## config.mk

```make
export PLATFORM = sky130hd
export DESIGN_NAME = ld_st_agu
export DESIGN_NICKNAME = d
export VERILOG_FILES = /design/src/rtl/agu_pkg.sv /design/src/rtl/agu_disp_ext.sv /design/src/rtl/agu_index_scale.sv /design/src/rtl/agu_calc.sv /design/src/rtl/ld_st_agu.sv
export SDC_FILE = /design/constraint.sdc
export NUM_CORES = 1
export LEC_CHECK = 0
export BUFFER_PORTS_ARGS = -buffer_cell sky130_fd_sc_hd__buf_4
export CAP_MARGIN = 20
export CORE_UTILIZATION = 25
export CTS_CLUSTER_DIAMETER = 40
export DETAILED_ROUTE_END_ITERATION = 10
export SLEW_MARGIN = 40
export SYNTH_ARGS = -nofsm -noshare
export SYNTH_HDL_FRONTEND = slang
export SYNTH_SLANG_ARGS = --single-unit
```

## constraint.sdc

```tcl
create_clock -name clk -period 4.39 [get_ports clk]
set_input_delay 0.878 -clock clk [delete_from_list [all_inputs] [get_ports clk]]
set_output_delay 0.878 -clock clk [all_outputs]
set_load 0.01 [all_outputs]
```

## src/rtl/agu_pkg.sv

```systemverilog
// agu_pkg: shared types for the address generator.
// Assumes a 2-bit mode field whose encoding is fixed by instruction decode.
package agu_pkg;

    typedef enum logic [1:0] {
        AGU_OFFSET = 2'b00,
        AGU_PRE    = 2'b01,
        AGU_POST   = 2'b10,
        AGU_SCALED = 2'b11
    } agu_mode_e;

endpackage

```

## src/rtl/agu_disp_ext.sv

```systemverilog
// agu_disp_ext: sign-extends a narrow two's-complement displacement to the
// datapath width. Assumes DISP_W <= XLEN.
module agu_disp_ext #(
    parameter int DISP_W = 12,
    parameter int XLEN   = 32
) (
    input  logic [DISP_W-1:0] disp_in,
    output logic [XLEN-1:0]   disp_ext
);
    localparam int PAD_W = XLEN - DISP_W;

    // Replicate the displacement sign bit into the upper bits.
    always_comb begin
        disp_ext = {{PAD_W{disp_in[DISP_W-1]}}, disp_in};
    end
endmodule

```

## src/rtl/agu_index_scale.sv

```systemverilog
// agu_index_scale: left-shifts the index by a small selectable amount.
// Assumes the shift field is narrow; one fixed shift per code is built and
// muxed, so no barrel shifter is inferred.
module agu_index_scale #(
    parameter int XLEN    = 32,
    parameter int SHAMT_W = 2
) (
    input  logic [XLEN-1:0]    index_in,
    input  logic [SHAMT_W-1:0] shamt,
    output logic [XLEN-1:0]    index_scaled
);
    localparam int N_SHIFT = 1 << SHAMT_W;

    logic [XLEN-1:0] shifted [N_SHIFT];

    for (genvar s = 0; s < N_SHIFT; s++) begin : g_shift
        // Fixed-distance shift for code s.
        assign shifted[s] = index_in << s;
    end

    // Pick the shifted copy named by the shift field.
    always_comb begin
        index_scaled = shifted[shamt];
    end
endmodule

```

## src/rtl/agu_calc.sv

```systemverilog
// agu_calc: combinational core. Forms the base+displacement and
// base+scaled-index sums and routes them by mode to address, next base and
// write-back. Assumes operands are already extended/scaled; sums wrap.
module agu_calc #(
    parameter int XLEN = 32
) (
    input  agu_pkg::agu_mode_e mode,
    input  logic [XLEN-1:0]    base,
    input  logic [XLEN-1:0]    disp_ext,
    input  logic [XLEN-1:0]    index_scaled,
    output logic [XLEN-1:0]    addr,
    output logic [XLEN-1:0]    next_base,
    output logic               wb
);
    import agu_pkg::*;

    logic [XLEN-1:0] sum_disp;
    logic [XLEN-1:0] sum_index;

    // Two independent adders so the mode mux sits after both sums.
    always_comb begin
        sum_disp  = base + disp_ext;
        sum_index = base + index_scaled;
    end

    // Route sums to the outputs according to the addressing form.
    always_comb begin
        addr      = sum_disp;
        next_base = base;
        wb        = 1'b0;
        unique case (mode)
            AGU_OFFSET: begin
                addr = sum_disp;
            end
            AGU_PRE: begin
                addr      = sum_disp;
                next_base = sum_disp;
                wb        = 1'b1;
            end
            AGU_POST: begin
                addr      = base;
                next_base = sum_disp;
                wb        = 1'b1;
            end
            AGU_SCALED: begin
                addr = sum_index;
            end
            default: begin
                addr = sum_disp;
            end
        endcase
    end
endmodule

```

## src/rtl/ld_st_agu.sv

```systemverilog
// ld_st_agu: one-stage address generator for memory instructions.
// Registers the effective address, the next base value and a write-back
// strobe one edge after a valid request. Assumes a synchronous active-low
// reset and that decode supplies mode and fields already separated.
module ld_st_agu #(
    parameter int XLEN    = 32,
    parameter int DISP_W  = 12,
    parameter int SHAMT_W = 2
) (
    input  logic               clk,
    input  logic               rst_n,
    input  logic               in_valid,
    input  logic [1:0]         mode_sel,
    input  logic [XLEN-1:0]    base_val,
    input  logic [DISP_W-1:0]  disp_imm,
    input  logic [XLEN-1:0]    index_val,
    input  logic [SHAMT_W-1:0] scale_sel,
    output logic               out_valid,
    output logic [XLEN-1:0]    mem_addr,
    output logic [XLEN-1:0]    new_base,
    output logic               base_wr_en
);
    import agu_pkg::*;

    logic [XLEN-1:0] disp_ext;
    logic [XLEN-1:0] index_scaled;
    logic [XLEN-1:0] addr_c;
    logic [XLEN-1:0] nbase_c;
    logic            wb_c;
    agu_mode_e       mode_e;

    // Interpret the raw mode bits as the addressing-form enum.
    always_comb begin
        mode_e = agu_mode_e'(mode_sel);
    end

    agu_disp_ext #(
        .DISP_W (DISP_W),
        .XLEN   (XLEN)
    ) disp_ext_i (
        .disp_in  (disp_imm),
        .disp_ext (disp_ext)
    );

    agu_index_scale #(
        .XLEN    (XLEN),
        .SHAMT_W (SHAMT_W)
    ) index_scale_i (
        .index_in     (index_val),
        .shamt        (scale_sel),
        .index_scaled (index_scaled)
    );

    agu_calc #(
        .XLEN (XLEN)
    ) calc_i (
        .mode         (mode_e),
        .base         (base_val),
        .disp_ext     (disp_ext),
        .index_scaled (index_scaled),
        .addr         (addr_c),
        .next_base    (nbase_c),
        .wb           (wb_c)
    );

    // Output stage: qualifiers every cycle, data only on a valid request.
    always_ff @(posedge clk) begin
        if (!rst_n) begin
            out_valid  <= 1'b0;
            base_wr_en <= 1'b0;
            mem_addr   <= '0;
            new_base   <= '0;
        end else begin
            out_valid  <= in_valid;
            base_wr_en <= in_valid & wb_c;
            if (in_valid) begin
                mem_addr <= addr_c;
                new_base <= nbase_c;
            end
        end
    end


    valid_follows_chk: assert property (@(posedge clk) disable iff (!rst_n)
        in_valid |=> out_valid);


    idle_quiet_chk: assert property (@(posedge clk) disable iff (!rst_n)
        !in_valid |=> (!out_valid && !base_wr_en));


    idle_hold_chk: assert property (@(posedge clk) disable iff (!rst_n)
        !in_valid |=> ($stable(mem_addr) && $stable(new_base)));


    offset_base_kept_chk: assert property (@(posedge clk) disable iff (!rst_n)
        (in_valid && mode_sel == 2'b00) |=> (new_base == $past(base_val) && !base_wr_en));


    pre_addr_eq_base_chk: assert property (@(posedge clk) disable iff (!rst_n)
        (in_valid && mode_sel == 2'b01) |=> (mem_addr == new_base && base_wr_en));


    post_addr_orig_chk: assert property (@(posedge clk) disable iff (!rst_n)
        (in_valid && mode_sel == 2'b10) |=> (mem_addr == $past(base_val) && base_wr_en));


    scaled_no_wb_chk: assert property (@(posedge clk) disable iff (!rst_n)
        (in_valid && mode_sel == 2'b11) |=> (!base_wr_en && new_base == $past(base_val)));


    wb_needs_valid_chk: assert property (@(posedge clk) disable iff (!rst_n)
        base_wr_en |-> out_valid);
endmodule

```

# == Yosys cells after proc, flatten, opt, wreduce, memory -nomap -nowiden ==
# Cells that the tools add are included.
# op_classes
add_sub_neg,2
mul,0
div_mod_pow,0
n_lt_le_gt_ge,1
eq_ne,3
shifts,0
muxes,6
n_bitwise,2
reduce_logical,3
# op_table
op,n
$mux 32,3
$pmux 32 s3,1
$add 32x32->32,2
$bmux 32 s2,1
$eq 2x2->1 const B,2
$reduce_or 2->1,2
$ge 3x3->1 const B,1
$not 2->3,1
$eq 2x1->1 const B,1
$logic_not 2->1,1
$and 1x1->1,1
$mux 1,1
# word_totals
ff_bits,66
latchBits,0
mem_bits_rw,0
romBits,0
output_inout_bits,66
wordCells,21
mem_count,0

# == Longest topological paths before layout ==
# logic_depth
ltp_word,6
ltp_mapped,14

# == Hierarchy ==
# Synthesis repeated with hierarchy kept, for this count alone.
# unflattened
cells_unflattened,917
area_unflattened_um2,7513.5
# by_module_without_submodules
mod,n_inst,cells_per_inst,area_per_inst_um2,seq_area_each_um2
agu_calc,1,603,4043.9,0.0
ld_st_agu,1,211,2524.9,1321.3
agu_index_scale,1,71,704.4,0.0
agu_disp_ext,1,32,240.2,0.0

# == Worst setup path after synthesis ==
# OpenSTA, ideal clock, no wires.
# synth_path
path_type,in2reg
from,input port scale_sel[0]
to,register mem_addr[20]
setup_ps,137
arrival_time_ps,4366
required_ps,4253
slack_ps,-113
stages,12
path_cell_list,clkbuf_1 > buf_1 > mux4_2 > ha_1 > a211oi_2 > o221ai_1 > a221o_1 > a2111o_1 > a311oi_1 > nor3_1 > a21oi_1 > a31oi_1
# synth_between
elab_chain_len,6
# synth_lines
element,line_no,rtl
start: declaration,ld_st_agu.sv:17,"input logic [SHAMT_W-1:0] scale_sel,"
$not 2->3 (implied by the code),agu_index_scale.sv:23,index_scaled = shifted[shamt];
$bmux 32 s2,agu_index_scale.sv:23,
$mux 32 (implied by the code) (2 in series),agu_index_scale.sv:23,
$add 32x32->32,agu_calc.sv:23,sum_index = base + index_scaled;
$pmux 32 s3,agu_calc.sv:31,unique case (mode)
end signal: assignment,ld_st_agu.sv:77,mem_addr <= addr_c;
end: declaration,ld_st_agu.sv:19,"output logic [XLEN-1:0] mem_addr,"
# Every way passes these cells. The select of a mux whose other input is x is not followed.
# A chain may end at the register's enable or synchronous reset.

# == Worst setup path in the final report ==
# layout_path
from,input port scale_sel[0]
to,register mem_addr[31]
# The elaborated chain is that of the path after synthesis.

==> impl_metrics.ini <==
[run_status]
status = completed

[finish]
areaGrowthSynthToFinish_pct = 25.4
multi_input_area_sq_mm = 0.00541
diodes = 0
final_cell_mix = buf_4 (164), nand2_1 (98), a21oi_1 (88), o21ai_0 (80), dfxtp_1 (66)
final_common_cell = buf_4
nFillCells = 3003
drive_gt1_share_pct = 22.3
utilization_pct = 31.9
ff_latch_area_sq_mm = 0.00132
finalNetCount = 1168

[floorplan]
die_area_sq_mm = 0.0289
die_h_um = 170
row_count = 61
io_pins = 149
initial_core_util_pct = 25.4
fp.dieW_um = 170
core_area_sq_mm = 0.0278

[synth]
synth.avg_cell_area_sq_um = 7.86
yosysSeqAreaShare_pct = 18.7
synth_edf_count = 0
synth_nets = 1047
ys_types = 74
async_flop_share_pct = 0
netlist_area_sq_mm = 0.00706
ys_warn_count = 0
synthCells = 898
synth_ff_type = dfxtp_1
ys_ff_latch = 66

[timing]
setup_viol = 0
skew_ns = 0
hold_ws_ns = 0.473
fmax_ghz = 0.262
rsz0062_at_grt = false
worstMarginPinSlew_ns = 0.667
fin_crit_sh_pct = 86.8
worst_slack_ns = 0.578
tns_ns = 0
slew_headroom_pct = 55.3
finalMaxSlewViolations = 0
post-route-min-period_ns = 3.81
hold_viol_final = 0

[clocking]
cts-resized-gates = 0
clk_path_buf_depth = 2
insertion_delay_ns = 0.33
clkTransAtPathRegs_ns = 0.06
htree_levels = 3
root_buffer = clkbuf_16
cts_setup_buffers = 0
cts_hold_buf = 0
cts_buffers = 9
cts_tree = yes
cts.sinks = 66

[critical_path]
crit_slowest_cell = mux4_2
timing.critical_path.mode_cell = buf_4
critPathMaxStageDelay_ns = 0.51
start_kind = input port
crit_type = input port to flip-flop
crit_arrival_ns = 4.09
crit_chain = buf_4 -> buf_4 -> mux4_2 -> ha_1 -> o21a_1 -> o2111ai_1 -> or2_2 -> o22ai_1 -> nor2_1 -> o31ai_1 -> mux2_2 -> a21oi_1
cp_max_fo = 24
endpoint_kind = flip-flop
required_ns = 4.67
r2r_cells = 4

[run]
drv_cap = 0

[placed_design]
gp_congestion = 0.951
dpl.hpwl_um = 21300
portBuffers = 148
pre_cts_ws_ns = 0.257

[power_and_ir_drop]
leakage_nw = 3.67
p_seq_share_pct = 25.9
combPwrFrac_pct = 44.6
ir_drop_mv = 0.174
p_clk_share_pct = 29.5
power_density_mw_per_mm2 = 306
power_w = 0.00271
p_sw_share_pct = 38.0
p_int_w = 0.00168
p_sw_w = 0.00103

[grt]
grt_start_max_net_pins = 60
grt_overflow = 0
antenna_found_initial = 0
grt_pass1_vias = 6933
grt_pass1_wl_um = 39900
track_usage_pct = 17.9

[route]
drc_errors = 0
drt-vias-per-instance = 5.31
drtAntennaViolNets = 0
wl_per_cell_um = 18.7
via_count = 7440
drtIter0Drc = 621
dr.pass1.iters = 5
totalWireLength_um = 26200

[hold_path]
min_path_cells = 2
min_path_type = flip-flop to flip-flop
-- synthesized netlist by cell type (3+ instances only) --
cell type	n	share of area [%]
xor2_1	15	1.9
nor3_1	13	0.92
o211ai_1	21	2.2
nand2b_1	11	0.97
a41oi_1	5	0.62
buf_6	3	0.48
inv_1	25	1.3
a31oi_1	25	2.2
ha_1	64	11
mux4_2	27	8.6
o31a_1	5	0.62
dfxtp_1	66	19
o21ai_1	5	0.35
mux2i_1	8	1.1
o221ai_1	4	0.50
and2_1	3	0.27
or2_2	6	0.53
nand3_1	20	1.4
buf_1	7	0.37
nand4_1	9	0.80
a21oi_1	88	6.2
or3_1	6	0.53
o21a_1	13	1.4
nor2_1	63	3.3
a211oi_1	14	1.5
nor4_1	3	0.27
a22oi_1	10	1.1
o22ai_1	3	0.27
o31ai_1	5	0.53
o21bai_1	6	0.64
xnor2_1	33	4.1
and3_1	11	0.97
clkbuf_1	41	2.2
or4_1	3	0.32
a21o_1	20	2.1
a311oi_1	5	0.62
o21ai_0	80	5.7
nand2_1	98	5.2
a221oi_1	8	0.99
-- power groups by stage --
stage                     clock, W  combinational, W  sequential (W)
after floorplan                  0          0.000756        0.000728
after global placement           0           0.00119        0.000713
after detailed placement         0           0.00119        0.000714
after CTS                 0.000812           0.00120        0.000701
after global routing      0.000838           0.00133        0.000709
final                     0.000800           0.00121        0.000701
-- flip-flops by register name (all words and copies together), names as in the netlist --
register / count
out_valid: 1
mem_addr: 32
base_wr_en: 1
new_base: 32
-- cells by family after synthesis --
group                      share of synthesized area (%)
xor gates and xnor gates                            5.95
AOI/OAI and AO/OA                                   31.8
adders and majority gates                           11.9
muxes                                               9.91
and+or+nand+nor                                     17.0
buffers and inverters                               4.71
DFF                                                 18.7
-- path summary, 6_finish.rpt --
kind                                  start                   endpoint  slack [ns]
setup / recovery               scale_sel[0]  mem_addr[31]$_SDFFE_PN0P_        0.58
hold / removal    new_base[16]$_SDFFE_PN0P_  new_base[16]$_SDFFE_PN0P_        0.47
setup reg to reg  mem_addr[24]$_SDFFE_PN0P_  mem_addr[24]$_SDFFE_PN0P_        3.23
hold reg to reg   new_base[16]$_SDFFE_PN0P_  new_base[16]$_SDFFE_PN0P_        0.47
-- final cells by class --
| class | instances | area share [%] |
|---|---|---|
| multi-input combinational | 752 | 61.1 |
| sequential | 66 | 14.9 |
| timing repair buffer | 164 | 13.9 |
| tap | 378 | 5.34 |
| clock buffer | 9 | 2.54 |
| clock inverter | 7 | 1.13 |
| inverter | 26 | 1.10 |
-- worst max-delay path, delay by kind of cell --
family,cells,cell delay [ns]
buf+inv,2,0.54
mux,2,0.88
simple gates,2,0.46
compound gates,5,0.94
fa+ha+maj,1,0.38
-- stage by stage --
stage | instances | cell area [sq um]
global placement | 1386 | 8530
CTS | 1402 | 8860
global route | 1402 | 8860
detailed placement | 1386 | 8530
floorplan | 898 | 7060
finish | 1402 | 8860
-- layer usage --
| metal | vias to the layer above | GRT usage [%] | wire length (um) |
|---|---|---|---|
| met3 | 20 | 3.95 | 2010 |
| met4 | 0 | 3.80 | 298 |
| met5 | - | 0 | 0 |
| met1 | 3536 | 25.7 | 12800 |
| met2 | 238 | 27.0 | 11100 |
| li1 | 3646 | - | - |
No activity file was read; power rests on OpenSTA's default activity.
